**config.mk**
```make
export PLATFORM = sky130hd
export DESIGN_NAME = tz_region_filter
export DESIGN_NICKNAME = d
export VERILOG_FILES = /design/src/rtl/tzrf_pkg.sv /design/src/rtl/tzrf_region_bank.sv /design/src/rtl/tzrf_match.sv /design/src/rtl/tz_region_filter.sv
export SDC_FILE = /design/constraint.sdc
export NUM_CORES = 1
export LEC_CHECK = 0
export ABC_CLOCK_PERIOD_IN_PS = 5400
export BUFFER_PORTS_ARGS = -buffer_cell sky130_fd_sc_hd__buf_2
export CORE_ASPECT_RATIO = 1.4
export CORE_MARGIN = 2
export CORE_UTILIZATION = 40
export CTS_CLUSTER_DIAMETER = 100
export DETAILED_ROUTE_END_ITERATION = 6
export PLACE_DENSITY = 0.55
export SLEW_MARGIN = 10
export SYNTH_ARGS = -nofsm -noshare
export SYNTH_HDL_FRONTEND = slang
export SYNTH_SLANG_ARGS = --single-unit
```
**constraint.sdc**
```tcl
create_clock -name clk -period 5.4 [get_ports clk]
set_clock_uncertainty 0.05 [all_clocks]
set_input_delay 0.54 -clock clk [delete_from_list [all_inputs] [get_ports clk]]
set_output_delay 0.54 -clock clk [all_outputs]
set_load 0.02 [all_outputs]
```
**src/rtl/tzrf_pkg.sv**
```systemverilog
package tzrf_pkg;
   localparam int PERM_W = 4;
   // permission bit positions
   localparam int P_SR = 3;
   localparam int P_SW = 2;
   localparam int P_NW = 1;
   localparam int P_NR = 0;
   // attribute word layout
   localparam int ATTR_EN_BIT   = 0;
   localparam int ATTR_PERM_LSB = 4;

   typedef enum logic [1:0] {
      FLD_BASE = 2'd0,
      FLD_TOP  = 2'd1,
      FLD_ATTR = 2'd2
   } cfg_fld_e;

   function automatic logic perm_grants(input logic [PERM_W-1:0] p,
                                        input logic ns, input logic wr);
      logic g;
      if (ns) g = wr ? p[P_NW] : p[P_NR];
      else    g = wr ? p[P_SW] : p[P_SR];
      return g;
   endfunction
endpackage

```
**src/rtl/tzrf_region_bank.sv**
```systemverilog
module tzrf_region_bank
   import tzrf_pkg::*;
#(
   parameter int ADDR_W      = 32,
   parameter int NUM_REGIONS = 9,
   parameter int IDX_W       = 4,
   parameter logic [PERM_W-1:0] RESET_PERM0 = 4'hC
) (
   input  logic                                   clk,
   input  logic                                   rst_n,
   input  logic                                   cfg_we,
   input  logic                                   cfg_ns,
   input  logic [IDX_W-1:0]                       cfg_idx,
   input  logic [1:0]                             cfg_fld,
   input  logic [ADDR_W-1:0]                      cfg_wdata,
   output logic [NUM_REGIONS-1:0][ADDR_W-1:0]     base_o,
   output logic [NUM_REGIONS-1:0][ADDR_W-1:0]     top_o,
   output logic [NUM_REGIONS-1:0][PERM_W-1:0]     perm_o,
   output logic [NUM_REGIONS-1:0]                 en_o,
   output logic                                   viol_o
);
   logic wr_ok;
   logic [PERM_W-1:0] perm_wdata;

   assign wr_ok      = cfg_we && !cfg_ns;
   assign perm_wdata = cfg_wdata[ATTR_PERM_LSB +: PERM_W];

   always_ff @(posedge clk or negedge rst_n) begin
      if (!rst_n)                viol_o <= 1'b0;
      else if (cfg_we && cfg_ns) viol_o <= 1'b1;
   end

   for (genvar g = 0; g < NUM_REGIONS; g++) begin : g_reg
      logic sel;
      assign sel = wr_ok && (cfg_idx == IDX_W'(g));

      if (g == 0) begin : g_default
         logic [PERM_W-1:0] perm_q;
         assign base_o[g] = '0;
         assign top_o[g]  = '1;
         assign en_o[g]   = 1'b1;
         assign perm_o[g] = perm_q;
         always_ff @(posedge clk or negedge rst_n) begin
            if (!rst_n) perm_q <= RESET_PERM0;
            else if (sel && cfg_fld == FLD_ATTR) perm_q <= perm_wdata;
         end
      end else begin : g_prog
         logic [ADDR_W-1:0] base_q, top_q;
         logic [PERM_W-1:0] perm_q;
         logic              en_q;
         assign base_o[g] = base_q;
         assign top_o[g]  = top_q;
         assign en_o[g]   = en_q;
         assign perm_o[g] = perm_q;
         always_ff @(posedge clk or negedge rst_n) begin
            if (!rst_n) begin
               base_q <= '0;
               top_q  <= '0;
               perm_q <= '0;
               en_q   <= 1'b0;
            end else if (sel) begin
               unique case (cfg_fld)
                  FLD_BASE: base_q <= cfg_wdata;
                  FLD_TOP:  top_q  <= cfg_wdata;
                  FLD_ATTR: begin
                     en_q   <= cfg_wdata[ATTR_EN_BIT];
                     perm_q <= perm_wdata;
                  end
                  default: ;
               endcase
            end
         end
      end
   end
endmodule

```
**src/rtl/tzrf_match.sv**
```systemverilog
module tzrf_match
   import tzrf_pkg::*;
#(
   parameter int ADDR_W      = 32,
   parameter int NUM_REGIONS = 9,
   parameter int IDX_W       = 4
) (
   input  logic [ADDR_W-1:0]                   addr,
   input  logic                                wr,
   input  logic                                ns,
   input  logic [NUM_REGIONS-1:0][ADDR_W-1:0]  base_i,
   input  logic [NUM_REGIONS-1:0][ADDR_W-1:0]  top_i,
   input  logic [NUM_REGIONS-1:0][PERM_W-1:0]  perm_i,
   input  logic [NUM_REGIONS-1:0]              en_i,
   output logic [IDX_W-1:0]                    win_idx,
   output logic                                allow
);
   logic [NUM_REGIONS-1:0] hit;

   for (genvar g = 0; g < NUM_REGIONS; g++) begin : g_hit
      assign hit[g] = en_i[g] && (addr >= base_i[g]) && (addr <= top_i[g]);
   end

   // highest-numbered matching window wins
   always_comb begin
      win_idx = '0;
      for (int i = 0; i < NUM_REGIONS; i++) begin
         if (hit[i]) win_idx = IDX_W'(i);
      end
   end

   assign allow = perm_grants(perm_i[win_idx], ns, wr);
endmodule

```
**src/rtl/tz_region_filter.sv**
```systemverilog
module tz_region_filter
   import tzrf_pkg::*;
#(
   parameter int ADDR_W      = 32,
   parameter int NUM_REGIONS = 9,
   parameter logic [3:0] RESET_PERM0 = 4'hC,
   localparam int IDX_W = (NUM_REGIONS > 1) ? $clog2(NUM_REGIONS) : 1
) (
   input  logic              clk,
   input  logic              rst_n,
   input  logic              req_valid,
   input  logic [ADDR_W-1:0] req_addr,
   input  logic              req_write,
   input  logic              req_ns,
   output logic              fwd_valid,
   output logic [ADDR_W-1:0] fwd_addr,
   output logic              fwd_write,
   output logic              fwd_ns,
   output logic              abort_stb,
   input  logic              cfg_we,
   input  logic              cfg_ns,
   input  logic [IDX_W-1:0]  cfg_idx,
   input  logic [1:0]        cfg_fld,
   input  logic [ADDR_W-1:0] cfg_wdata,
   output logic              abort_flag,
   output logic [ADDR_W-1:0] abort_addr,
   output logic              cfg_viol
);
   if (NUM_REGIONS < 2 || NUM_REGIONS > 16) begin : g_bad_regions
      $error("tz_region_filter: NUM_REGIONS must be 2..16");
   end
   if (ADDR_W < ATTR_PERM_LSB + PERM_W) begin : g_bad_width
      $error("tz_region_filter: ADDR_W too small for attribute word");
   end

   logic [NUM_REGIONS-1:0][ADDR_W-1:0] base_w, top_w;
   logic [NUM_REGIONS-1:0][PERM_W-1:0] perm_w;
   logic [NUM_REGIONS-1:0]             en_w;
   logic [IDX_W-1:0]                   win_idx;
   logic                               allow;

   tzrf_region_bank #(
      .ADDR_W(ADDR_W), .NUM_REGIONS(NUM_REGIONS), .IDX_W(IDX_W),
      .RESET_PERM0(RESET_PERM0)
   ) u_bank (
      .clk(clk), .rst_n(rst_n),
      .cfg_we(cfg_we), .cfg_ns(cfg_ns), .cfg_idx(cfg_idx),
      .cfg_fld(cfg_fld), .cfg_wdata(cfg_wdata),
      .base_o(base_w), .top_o(top_w), .perm_o(perm_w), .en_o(en_w),
      .viol_o(cfg_viol)
   );

   tzrf_match #(
      .ADDR_W(ADDR_W), .NUM_REGIONS(NUM_REGIONS), .IDX_W(IDX_W)
   ) u_match (
      .addr(req_addr), .wr(req_write), .ns(req_ns),
      .base_i(base_w), .top_i(top_w), .perm_i(perm_w), .en_i(en_w),
      .win_idx(win_idx), .allow(allow)
   );

   always_ff @(posedge clk or negedge rst_n) begin
      if (!rst_n) begin
         fwd_valid  <= 1'b0;
         fwd_addr   <= '0;
         fwd_write  <= 1'b0;
         fwd_ns     <= 1'b0;
         abort_stb  <= 1'b0;
         abort_flag <= 1'b0;
         abort_addr <= '0;
      end else begin
         fwd_valid <= req_valid && allow;
         abort_stb <= req_valid && !allow;
         if (req_valid && allow) begin
            fwd_addr  <= req_addr;
            fwd_write <= req_write;
            fwd_ns    <= req_ns;
         end
         if (req_valid && !allow && !abort_flag) begin
            abort_flag <= 1'b1;
            abort_addr <= req_addr;
         end
      end
   end
endmodule

```
==> results.json <==
{
  "leakagePower_nw": 20.3,
  "syn_to_final_growth_pct": 14.8,
  "wire_per_inst_um": 21.1,
  "synth_edf_count": 0,
  "synth_top_family_by_area": "adder cells",
  "critPathArrivalTime_ns": 5.60,
  "dpl.hpwl_mm": 74.6,
  "gr-usage-all-layers_pct": 22.4,
  "fin_ws_ns": 0.261,
  "first_pass_iters": 6,
  "power_density_mw_per_mm2": 310,
  "port_buffers": 146,
  "grt_max_degree": 127,
  "vdd_drop_max_uv": 252,
  "status": "completed",
  "fin_crit_ns": 5.14,
  "crit_fanout": 21,
  "antenna_found_initial": 6,
  "cts_tree": "done",
  "clockBufferDepth": 3,
  "die_x_um": 259,
  "cap_violations": 0,
  "yosys.area_share.adder_pct": 17.6,
  "synth-compound-area-share_pct": 9.08,
  "slew_headroom_pct": 32.7,
  "crit_type": "reg -> reg",
  "synth_mux_area_share_pct": 16.7,
  "gp_congestion": 0.828,
  "path_clk_slew_ns": 0.06,
  "final_cell_count_no_fill": 4868,
  "dr.first_iter.drc_count": 1165,
  "dieArea_mm2": 0.0935,
  "syn_nets": 3965,
  "clk_latency_ns": 0.63,
  "reg2reg_from": "u_bank.g_reg[2].g_prog.top_q[31]$_DFFE_PN0P_",
  "num_rows": 131,
  "drc_errors": 0,
  "cts_made_buffers": 69,
  "dp_cells": 4741,
  "dp_slack_ns": -0.466,
  "post_drt_via_cell_ratio": 5.29,
  "fmax_mhz": 195,
  "hold_viol_final": 0,
  "yosysWarnings": 0,
  "vias": 25700,
  "cts_root_buf": "clkbuf_16",
  "hp-start": "req_valid",
  "die_h_um": 361,
  "synth_xor_area_share_pct": 0,
  "final_nets": 4206,
  "synthArstFlopShare_pct": 100,
  "avgSynthCellArea_um2": 10.8,
  "yosys_register_bits": 626,
  "start_kind": "flip-flop",
  "slew_viol_final": 0,
  "num_antenna_cells": 0,
  "grt_overflow": 0,
  "end_kind": "flip-flop",
  "worstMarginPinSlew_ns": 1.01,
  "finalSetupViolCount": 0,
  "layout_commonest_cell": "dfrtp_1",
  "netlist_instances": 3376,
  "grt_pass1_vias": 26200,
  "synth-main-ff-cell": "dfrtp_1",
  "min_path_type": "in -> reg",
  "core_mm2": 0.0906,
  "clock-sinks": 626,
  "wirelength_mm": 103,
  "cp.required_ns": 5.86,
  "yosysSeqAreaShare_pct": 43.0,
  "io-pin-count": 147,
  "htree_num_levels": 3,
  "drive_above_1_share_pct": 24.1,
  "grt_pass1_wl_mm": 159,
  "period_share_pct": 95.2,
  "synth_cell_types": 64,
  "utilization_pct": 46.1,
  "rsz0062_at_grt": "no",
  "layout_common_cells": "624 x dfrtp_1, 517 x inv_1, 512 x ha_1, 478 x mux2_2, 224 x nand2_1",
  "start_util_pct": 40.2,
  "ant_nets": 0,
  "synth-simple-area-share_pct": 7.15,
  "critPathLaunch": "u_bank.g_reg[2].g_prog.top_q[31]$_DFFE_PN0P_",
  "syn_area_mm2": 0.0364
}
path summary, 6_finish.rpt:
kind	end	slack, ns	cells after the start
worst max-delay path	abort_addr[22]$_DFFE_PN0P_	0.26	17
worst min register to register	u_bank.viol_o$_DFFE_PN0P_	0.41	1
max in group asynchronous	u_bank.g_reg[2].g_prog.base_q[12]$_DFFE_PN0P_	3.58	3
worst max register to register	abort_addr[22]$_DFFE_PN0P_	0.26	17
worst min-delay path	fwd_ns$_DFFE_PN0P_	0.09	2
min in group asynchronous	u_bank.g_reg[1].g_prog.base_q[10]$_DFFE_PN0P_	0.48	2
critical path, stage by stage (launching register included):
cell,delay (ns)
dfrtp_1,0.35
inv_1,0.05
ha_1,0.30
nand4_1,0.32
or4_4,0.69
nor4_2,0.35
a21oi_1,0.07
a31oi_1,0.25
a211oi_1,0.13
o211ai_2,0.17
and2_1,0.19
buf_12,0.14
mux2_2,0.33
a2111o_1,0.44
o2111a_1,0.17
nor4b_4,0.34
buf_12,0.27
mux2_2,0.36
power breakdown:
group	total [mW]	switching (mW)	internal, mW
Sequential	5.46	0.253	5.21
Clock	4.93	2.03	2.90
Combinational	2.55	1.48	1.07
per-layer routing:
layer  GRT usage, %  wire, um
met5              0        23
met4           8.10      3590
met3           2.43      3030
met2           40.8     52800
met1           27.2     43200
stage by stage:
stage / area (um2) / TNS (ns) / hold slack (ns) / power (mW)
after detailed placement: 39500 / -23.41 / 0.393 / 8.12
after global placement: 39500 / -14.48 / 0.392 / 8.06
after floorplan: 36400 / 0 / 0.194 / 7.07
after global routing: 41800 / 0 / 0.0854 / 13.7
after CTS: 41800 / 0 / 0.0519 / 13.1
final: 41800 / 0 / 0.0936 / 12.9
cell type report:
| class | count | area, um2 |
|---|---|---|
| clock buffers | 98 | 2020 |
| clock inverters | 27 | 307 |
| fillers | 8530 | 48800 |
| inverters | 517 | 1940 |
| multi-input cells | 2129 | 18400 |
| flip-flops and latches | 626 | 15700 |
| well taps | 1197 | 1500 |
| repair buffers | 274 | 1940 |
cells by family (layout without fill, tap and decap cells):
| kind of cell | after synthesis | count (layout) |
|---|---|---|
| flops | 626 | 626 |
| buf+inv | 621 | 916 |
| compound gates | 545 | 545 |
| mux | 540 | 540 |
| simple gates | 532 | 532 |
| fa+ha+maj | 512 | 512 |
timing repair:
item,4_1_cts,5_1_grt
setup buffers,0,1
pin swaps,0,1
hold buffers,1,0
setup endpoints to repair,43,64
resized for setup,2,4
endpoints found under the hold margin,71,0
flip-flops by register name, indices dropped and copies added (netlist names):
register                   cells
fwd_write                      1
abort_addr                    32
fwd_valid                      1
u_bank.g.g_prog.en_q           8
abort_stb                      1
u_bank.g.g_prog.perm_q        32
fwd_ns                         1
u_bank.g.g_prog.top_q        256
abort_flag                     1
u_bank.viol_o                  1
u_bank.g.g_prog.base_q       256
u_bank.g.g_default.perm_q      4
fwd_addr                      32
Yosys cell counts, types with 3 or more instances:
cell type	count	area (um2)
a2111oi_0	11	96.3
a211o_1	4	35.0
a211oi_1	25	188
a21boi_0	5	37.5
a21o_1	53	398
a21oi_1	176	881
a221o_1	6	60.1
a221oi_1	14	123
a22o_1	4	35.0
a22oi_1	4	30.0
a31oi_1	9	56.3
and2_1	5	31.3
and3_1	10	62.6
and4_1	14	123
buf_1	36	135
buf_4	3	22.5
buf_6	4	45.0
clkbuf_1	60	225
dfrtp_1	624	15600
ha_1	512	6410
inv_1	517	1940
mux2_1	57	642
mux2_2	478	5380
mux2i_1	5	50.1
nand2_1	224	841
nand2b_1	18	113
nand3_1	48	240
nand4_1	69	432
nand4b_1	4	35.0
nor2_1	55	206
nor2b_1	21	131
nor3_1	32	160
nor3b_1	3	22.5
nor4_1	15	93.8
o2111ai_1	5	43.8
o211ai_1	13	97.6
o21a_1	13	97.6
o21ai_0	176	881
o21bai_1	3	22.5
o22ai_1	4	25.0
o31ai_1	3	22.5
or2_2	3	18.8
or3_1	4	25.0
(Power assumes the default switching activity.)
